===== config.mk =====
export PLATFORM = sky130hd
export DESIGN_NAME = bus_xcvr
export DESIGN_NICKNAME = d
export VERILOG_FILES = /design/src/rtl/xcvr_pkg.sv /design/src/rtl/xcvr_mode_dec.sv /design/src/rtl/xcvr_hold_stage.sv /design/src/rtl/xcvr_b_port.sv /design/src/rtl/bus_xcvr.sv
export SDC_FILE = /design/constraint.sdc
export NUM_CORES = 1
export LEC_CHECK = 0
export ABC_AREA = 0
export BUFFER_PORTS_ARGS = -buffer_cell sky130_fd_sc_hd__buf_2
export CAP_MARGIN = 10
export CORE_ASPECT_RATIO = 1.25
export CORE_UTILIZATION = 35
export DETAILED_ROUTE_END_ITERATION = 6
export PLACE_DENSITY_LB_ADDON = 0.05
export SYNTH_ARGS = -nofsm -noshare
export SYNTH_HDL_FRONTEND = slang
export SYNTH_SLANG_ARGS = --single-unit

===== constraint.sdc =====
create_clock -name clk -period 4.5 [get_ports clk]
set_input_delay 0.9 -clock clk [delete_from_list [all_inputs] [get_ports clk]]
set_output_delay 0.9 -clock clk [all_outputs]
set_load 0.01 [all_outputs]

===== src/rtl/xcvr_pkg.sv =====
package xcvr_pkg;

   // Per-direction hold behaviour
   typedef enum logic [1:0] {
      HM_PASS  = 2'd0,
      HM_LATCH = 2'd1,
      HM_REG   = 2'd2
   } hold_mode_e;

   typedef struct packed {
      hold_mode_e a2b;
      hold_mode_e b2a;
   } path_modes_t;

   // Mode codes on the mode input
   localparam logic [1:0] SEL_LATCH_BOTH = 2'b00;
   localparam logic [1:0] SEL_PASS_BOTH  = 2'b01;
   localparam logic [1:0] SEL_REG_BOTH   = 2'b10;
   localparam logic [1:0] SEL_SPLIT      = 2'b11;

endpackage


===== src/rtl/xcvr_mode_dec.sv =====
module xcvr_mode_dec
   import xcvr_pkg::*;
(
   input  logic [1:0]  sel,
   output path_modes_t modes
);

   // mode code to per-direction hold behaviour
   always_comb begin
      modes.a2b = HM_LATCH;
      modes.b2a = HM_LATCH;
      unique case (sel)
         SEL_LATCH_BOTH: begin
            modes.a2b = HM_LATCH;
            modes.b2a = HM_LATCH;
         end
         SEL_PASS_BOTH: begin
            modes.a2b = HM_PASS;
            modes.b2a = HM_PASS;
         end
         SEL_REG_BOTH: begin
            modes.a2b = HM_REG;
            modes.b2a = HM_REG;
         end
         SEL_SPLIT: begin
            modes.a2b = HM_REG;
            modes.b2a = HM_LATCH;
         end
         default: begin
            modes.a2b = HM_LATCH;
            modes.b2a = HM_LATCH;
         end
      endcase
   end

endmodule


===== src/rtl/xcvr_hold_stage.sv =====
module xcvr_hold_stage
   import xcvr_pkg::*;
#(
   parameter int WIDTH      = 9,
   parameter bit RST_ONES   = 1'b0,
   parameter bit INVERT_OUT = 1'b0
)(
   input  logic             clk,
   input  logic             rst,
   input  hold_mode_e       mode,
   input  logic             le,
   input  logic [WIDTH-1:0] d,
   output logic [WIDTH-1:0] q
);

   localparam logic [WIDTH-1:0] RST_VEC = {WIDTH{RST_ONES}};

   logic [WIDTH-1:0] store_q;
   logic             le_q;
   logic             rise;
   logic             load;
   logic             transparent;
   logic [WIDTH-1:0] sel_val;

   // rising strobe seen between two clock edges
   assign rise = le & ~le_q;

   // when the store takes new data
   always_comb begin
      unique case (mode)
         HM_PASS:  load = 1'b1;
         HM_LATCH: load = ~le;
         HM_REG:   load = rise;
         default:  load = 1'b0;
      endcase
   end

   // reset arms the edge detector high so a held strobe is no edge
   always_ff @(posedge clk) begin
      if (rst) begin
         store_q <= RST_VEC;
         le_q    <= 1'b1;
      end else begin
         le_q <= le;
         if (load) store_q <= d;
      end
   end

   // pass-through and open latch are combinational
   assign transparent = (mode == HM_PASS) || ((mode == HM_LATCH) && !le);
   assign sel_val     = transparent ? d : store_q;

   generate
      if (INVERT_OUT) begin : g_inv
         assign q = ~sel_val;
      end else begin : g_true
         assign q = sel_val;
      end
   endgenerate

endmodule


===== src/rtl/xcvr_b_port.sv =====
module xcvr_b_port #(
   parameter int WIDTH = 9
)(
   input  logic             en_hi,
   input  logic             en_lo_n,
   input  logic [WIDTH-1:0] pull_req,
   input  logic [WIDTH-1:0] ext_pull,
   output logic [WIDTH-1:0] pull_out,
   output logic [WIDTH-1:0] bus_lvl
);

   logic drive;

   // both enables must be active
   assign drive = en_hi & ~en_lo_n;

   // per-line wired resolution, pulled-up when nobody pulls
   genvar i;
   generate
      for (i = 0; i < WIDTH; i++) begin : g_line
         assign pull_out[i] = pull_req[i] & drive;
         assign bus_lvl[i]  = ~(pull_out[i] | ext_pull[i]);
      end
   endgenerate

endmodule


===== src/rtl/bus_xcvr.sv =====
module bus_xcvr
   import xcvr_pkg::*;
#(
   parameter int WIDTH = 9
)(
   input  logic             clk,
   input  logic             rst,
   input  logic [1:0]       mode,
   input  logic             ab_le,
   input  logic             ba_le,
   input  logic             a_oe,
   input  logic             b_en_hi,
   input  logic             b_en_lo_n,
   input  logic [WIDTH-1:0] a_in,
   input  logic [WIDTH-1:0] b_ext_pull,
   output logic [WIDTH-1:0] a_out,
   output logic             a_drv,
   output logic [WIDTH-1:0] b_pull,
   output logic [WIDTH-1:0] b_bus
);

   initial begin
      assert (WIDTH >= 1) else $error("bus_xcvr: WIDTH must be at least 1");
   end

   path_modes_t      modes;
   logic [WIDTH-1:0] ab_req;
   logic [WIDTH-1:0] bus_lvl;

   xcvr_mode_dec u_dec (
      .sel   (mode),
      .modes (modes)
   );

   // A-to-B: a 1 on A becomes a pull-down request
   xcvr_hold_stage #(
      .WIDTH      (WIDTH),
      .RST_ONES   (1'b0),
      .INVERT_OUT (1'b0)
   ) u_ab (
      .clk  (clk),
      .rst  (rst),
      .mode (modes.a2b),
      .le   (ab_le),
      .d    (a_in),
      .q    (ab_req)
   );

   xcvr_b_port #(
      .WIDTH (WIDTH)
   ) u_bport (
      .en_hi    (b_en_hi),
      .en_lo_n  (b_en_lo_n),
      .pull_req (ab_req),
      .ext_pull (b_ext_pull),
      .pull_out (b_pull),
      .bus_lvl  (bus_lvl)
   );

   // B-to-A: store the resolved level, present its inverse
   xcvr_hold_stage #(
      .WIDTH      (WIDTH),
      .RST_ONES   (1'b1),
      .INVERT_OUT (1'b1)
   ) u_ba (
      .clk  (clk),
      .rst  (rst),
      .mode (modes.b2a),
      .le   (ba_le),
      .d    (bus_lvl),
      .q    (a_out)
   );

   assign b_bus = bus_lvl;
   assign a_drv = a_oe;

endmodule


## Word-level counts from Yosys, hierarchy flattened

Index checks and enable logic that the tools add are counted.

- Register bits after elaboration: 20
- Bits of input ports: 27
- Logic and storage cells: 61

- Equality and inequality tests: 7
- Muxes and demuxes: 5
- Bitwise logic cells: 36
- Reduce and logical (&&, ||, !) cells: 9

Operator list:

| cell | number |
|---|---|
| $mux W9 | 2 |
| $pmux W4 S4 | 1 |
| $not A1 Y1 | 14 |
| $and A1 B1 Y1 | 12 |
| $not A9 Y9 | 1 |
| $or A1 B1 Y1 | 9 |
| $eq A2 B2 Y1 const B | 4 |
| $eq A2 B1 Y1 const B | 3 |
| $logic_not A2 Y1 | 3 |
| $pmux W1 S3 | 2 |
| $logic_and A1 B1 Y1 | 2 |
| $logic_not A1 Y1 | 2 |
| $logic_or A1 B1 Y1 | 2 |

## Logic depth before layout (Yosys ltp)

- Depth in word-level cells: 11
- Gate-level depth with buffers: 9

## Hierarchy

A second synthesis with hierarchy kept.

- Cells, all modules: 135
- Area, all modules: 1262.5 um2

By module, submodules not included:

| module | times used | cells an instance | area each (um2) | seq. area each (um2) |
|---|---|---|---|---|
| xcvr_hold_stage at u_ab | 1 | 53 | 564.3 | 200.2 |
| xcvr_hold_stage at u_ba | 1 | 54 | 509.2 | 200.2 |
| xcvr_b_port | 1 | 20 | 126.4 | 0.0 |
| xcvr_mode_dec | 1 | 7 | 55.1 | 0.0 |
| bus_xcvr | 1 | 1 | 7.5 | 0.0 |

## Worst setup path before layout

No wires, ideal clock.

- Path type: input to output
- From: input mode[0]
- To: output a_out[5]
- Data arrival time: 2.116 ns
- Setup slack: 1.484 ns
- Cell stages on the path: 7
- Path buffers: 2
- Cells stage by stage: inv_1 > ha_1 > o21ba_1 > buf_6 > clkbuf_1 > nor2_1 > a32oi_1

- Longest elaborated chain between the ends: 11

RTL lines:

| element | RTL line | source |
|---|---|---|
| from (decl) | bus_xcvr.sv:8 | `input logic [1:0] mode,` |
| $eq A2 B2 Y1 (tied with other cells) | xcvr_mode_dec.sv:12 | `unique case (sel)` |
| $pmux W4 S4 * | xcvr_mode_dec.sv:12 |  |
| $eq A2 B1 Y1 | xcvr_hold_stage.sv:50 | `assign transparent = (mode == HM_PASS) \|\| ((mode == HM_LATCH) && !le);` |
| $logic_and A1 B1 Y1 | xcvr_hold_stage.sv:50 |  |
| $logic_or A1 B1 Y1 | xcvr_hold_stage.sv:50 |  |
| $mux W9 | xcvr_hold_stage.sv:51 | `assign sel_val = transparent ? d : store_q;` |
| $and A1 B1 Y1 | xcvr_b_port.sv:21 | `assign pull_out[i] = pull_req[i] & drive;` |
| $or A1 B1 Y1 | xcvr_b_port.sv:22 | `assign bus_lvl[i] = ~(pull_out[i] \| ext_pull[i]);` |
| $not A1 Y1 | xcvr_b_port.sv:22 |  |
| $mux W9 * | xcvr_hold_stage.sv:51 |  |
| $not A9 Y9 * | xcvr_hold_stage.sv:55 | `assign q = ~sel_val;` |
| to (decl) | bus_xcvr.sv:16 | `output logic [WIDTH-1:0] a_out,` |

Every way passes the cells marked *; elsewhere a longest branch is shown, timed or not.

## Worst setup path in the final report

- From: input mode[0]
- To: output a_out[3]

Same word-level chain as after synthesis.

==> flow_metrics.tcl <==
set metrics [dict create \
    status "completed" \
    clockPowerShare 0.301 \
    fp.dieH_um 69.6 \
    switchingPower_w 0.000148 \
    p_leak_nw 0.752 \
    grt_setup_unrepaired "no" \
    finalWirelength_um 3510 \
    die_w_um 56.1 \
    io_pins 55 \
    core_area_um2 3480 \
    postSynth.asyncResetShare 0 \
    slew_headroom 0.265 \
    cts_setup_buffers 0 \
    clk_latency_ps 260 \
    ff2ff_setup_slack_ps 2770 \
    cp_slowest_cell "nor2b_1" \
    grt_usage 0.193 \
    antenna_found_initial 0 \
    drtIter0Drc 50 \
    drt_pass1_iterations 4 \
    hp-class "register to register" \
    post-route-period-util 0.772 \
    top_layer_used "met4" \
    gr-total-overflow 0 \
    max-cap-violations 0 \
    ir_drop_v 0.000141 \
    switching_share 0.314 \
    timing.rr.start "u_ab.le_q" \
    cp.required_ps 3600 \
    worst-r2r-cell-count 4 \
    worstMarginPinSlew_ps 1100 \
    combPwrFrac 0.275 \
    power_w 0.000473 \
    ctsResizeCount 0 \
    wire_per_inst_um 15.5 \
    syn_nets 176 \
    rr_endpoint "u_ab.store_q[7]" \
    crit_family "simple AND/OR/NAND/NOR gates" \
    viasPerCell 5.46 \
    seqPwrFrac 0.424 \
    area_growth_pct 21.5 \
    vias 1235 \
    place_area_um2 1500 \
    whs_endpoint "u_ba.store_q[0]" \
    path_buf_inv 3 \
    nFillCells 361 \
    synth_top_area_share 0.313 \
    path_cells "buf_2, inv_1, ha_1, nor2b_1, o211ai_1, a32oi_1, buf_2" \
    antenna_cells 0 \
    finalSetupTns_ps 0 \
    grt_pass1_vias 1273 \
    numCtsBuffers 3 \
    layout-drive-gt1-share 0.380 \
    holdPathStages 2 \
    path_max_fanout 10 \
    path_class "primary input to primary output" \
    nets 221 \
    setup_viol 0 \
    layout_commonest_cell "buf_2" \
    worstPathArrival_ps 2580 \
    cts_max_level 1 \
    final_cell_mix "52 x buf_2, 27 x nor2_1, 20 x dfxtp_1" \
    synth-edff-count 0 \
    holdBufCountCts 0 \
    slowest_delay_ps 620 \
    skew_ps 1.67 \
    synth_cells 143 \
    slew_viol_final 0 \
    grt_pass1_wl_um 5930 \
    synth_area_leaders "dfxtp_1 31%, o31ai_2 8.8%, nor2_1 7.9%" \
    clkSlewWorstSetupHoldPaths_ps 80 \
    avgSynthCellArea_um2 8.95 \
    syn-cell-area_um2 1280 \
    ant_nets 0 \
    port_buffers 52 \
    cellPowerDensity_nw_per_um2 304 \
    yosys.cell_types.count 23 \
    yosys_register_bits 20 \
    grt_max_degree 21 \
    dp_hpwl_um 2610 \
    finalHoldViolCount 0 \
    utilization 0.446 \
    start_util 0.367 \
    finalInstanceArea_um2 1560 \
    power.internal_w 0.000325 \
    synth_largest_area_cell "dfxtp_1" \
    wl_met3_um 177 \
    cts_buffer_depth 2 \
    cts_num_sinks 20 \
    drc 0 \
    regArea_um2 400 \
    fin_crit_ps 3480 \
    fmax_mhz 288 \
    holdCritStartpoint "u_ba.store_q[0]" \
    critPathLaunchType "primary input" \
    multi_input_area_um2 772 \
    rows 24 \
    wl_met1_um 1460 \
    gp_congestion 0.807 \
    cts-root-buf "clkbuf_8" \
    wl_met2_um 1800 \
    cts_tree "yes" \
    ys_seq_area_frac 0.313 \
    ys.warnings.count 0 \
    synth_top_flop_cell "dfxtp_1" \
    dieArea_um2 3900 \
    cp-end-kind "primary output" \
    cp_common_cell "buf_2" \
]
per-stage QoR:
step	setup slack, ps	hold WS [ps]	cells
6_report	1020	480	226
5_1_grt	853	514	226
4_1_cts	1030	483	226
3_5_place_dp	1020	464	222
3_3_place_gp	1140	462	222
2_1_floorplan	1480	447	143
Yosys cell counts (2+ instances only):
cell	number
nand2_1	10
o211ai_1	9
nor2_1	27
mux2i_1	9
buf_6	3
nor2b_1	2
clkbuf_1	4
nand4b_1	10
dfxtp_1	20
a32oi_1	9
or2_2	3
ha_1	6
a21oi_1	8
inv_1	3
buf_2	4
o31ai_2	9
worst min-delay path: stages, from the launching register on:
cell and delay, ps:
dfxtp_1 330, a21oi_1 70, o31ai_2 50
sequential cells by signal, indices dropped and copies added (netlist names):
signal / cells
u_ba.store_q: 9
u_ba.le_q: 1
u_ab.le_q: 1
u_ab.store_q: 9
area by class of cell:
type	count	area share
inverters	3	0.00724
well taps	39	0.0314
clock buffers	4	0.0354
flip-flops and latches	20	0.257
repair buffers	53	0.172
multi-input cells	107	0.496
cells by family (layout without fill, tap and decap cells):
kind of cell / count (synthesis) / count (layout) / share of synthesized area
muxes: 9 / 9 / 0.0704
DFF: 20 / 20 / 0.313
and+or+nand+nor: 53 / 53 / 0.206
adders and majority gates: 6 / 6 / 0.0586
buffers and inverters: 16 / 60 / 0.0841
AOI/OAI and AO/OA: 39 / 39 / 0.268
power by group through the flow:
stage | logic [W] | clock network [W] | registers, W
2_1_floorplan | 0.0000933 | 0 | 0.000202
3_3_place_gp | 0.000127 | 0 | 0.000204
3_5_place_dp | 0.000131 | 0 | 0.000205
4_1_cts | 0.000131 | 0.000145 | 0.000201
5_1_grt | 0.000144 | 0.000155 | 0.000203
6_report | 0.000130 | 0.000142 | 0.000201
how the worst max path moves through the flow:
| stage | from | cells past startpoint | slack (ps) | endpoint |
|---|---|---|---|---|
| global route | mode[0] | 7 | 850 | a_out[3] |
| global placement | mode[0] | 7 | 1140 | a_out[8] |
| floorplan | mode[0] | 7 | 1480 | a_out[5] |
| finish | mode[0] | 7 | 1020 | a_out[3] |
| CTS | mode[0] | 7 | 1030 | a_out[3] |
| detailed placement | mode[0] | 7 | 1020 | a_out[3] |
routing by layer:
metal	track usage	vias to the layer above
met4	0.0786	0
met2	0.352	43
met5	0	-
li1	-	613
met3	0.0336	9
met1	0.218	570
Note: power is estimated with default switching activity, not from simulation.
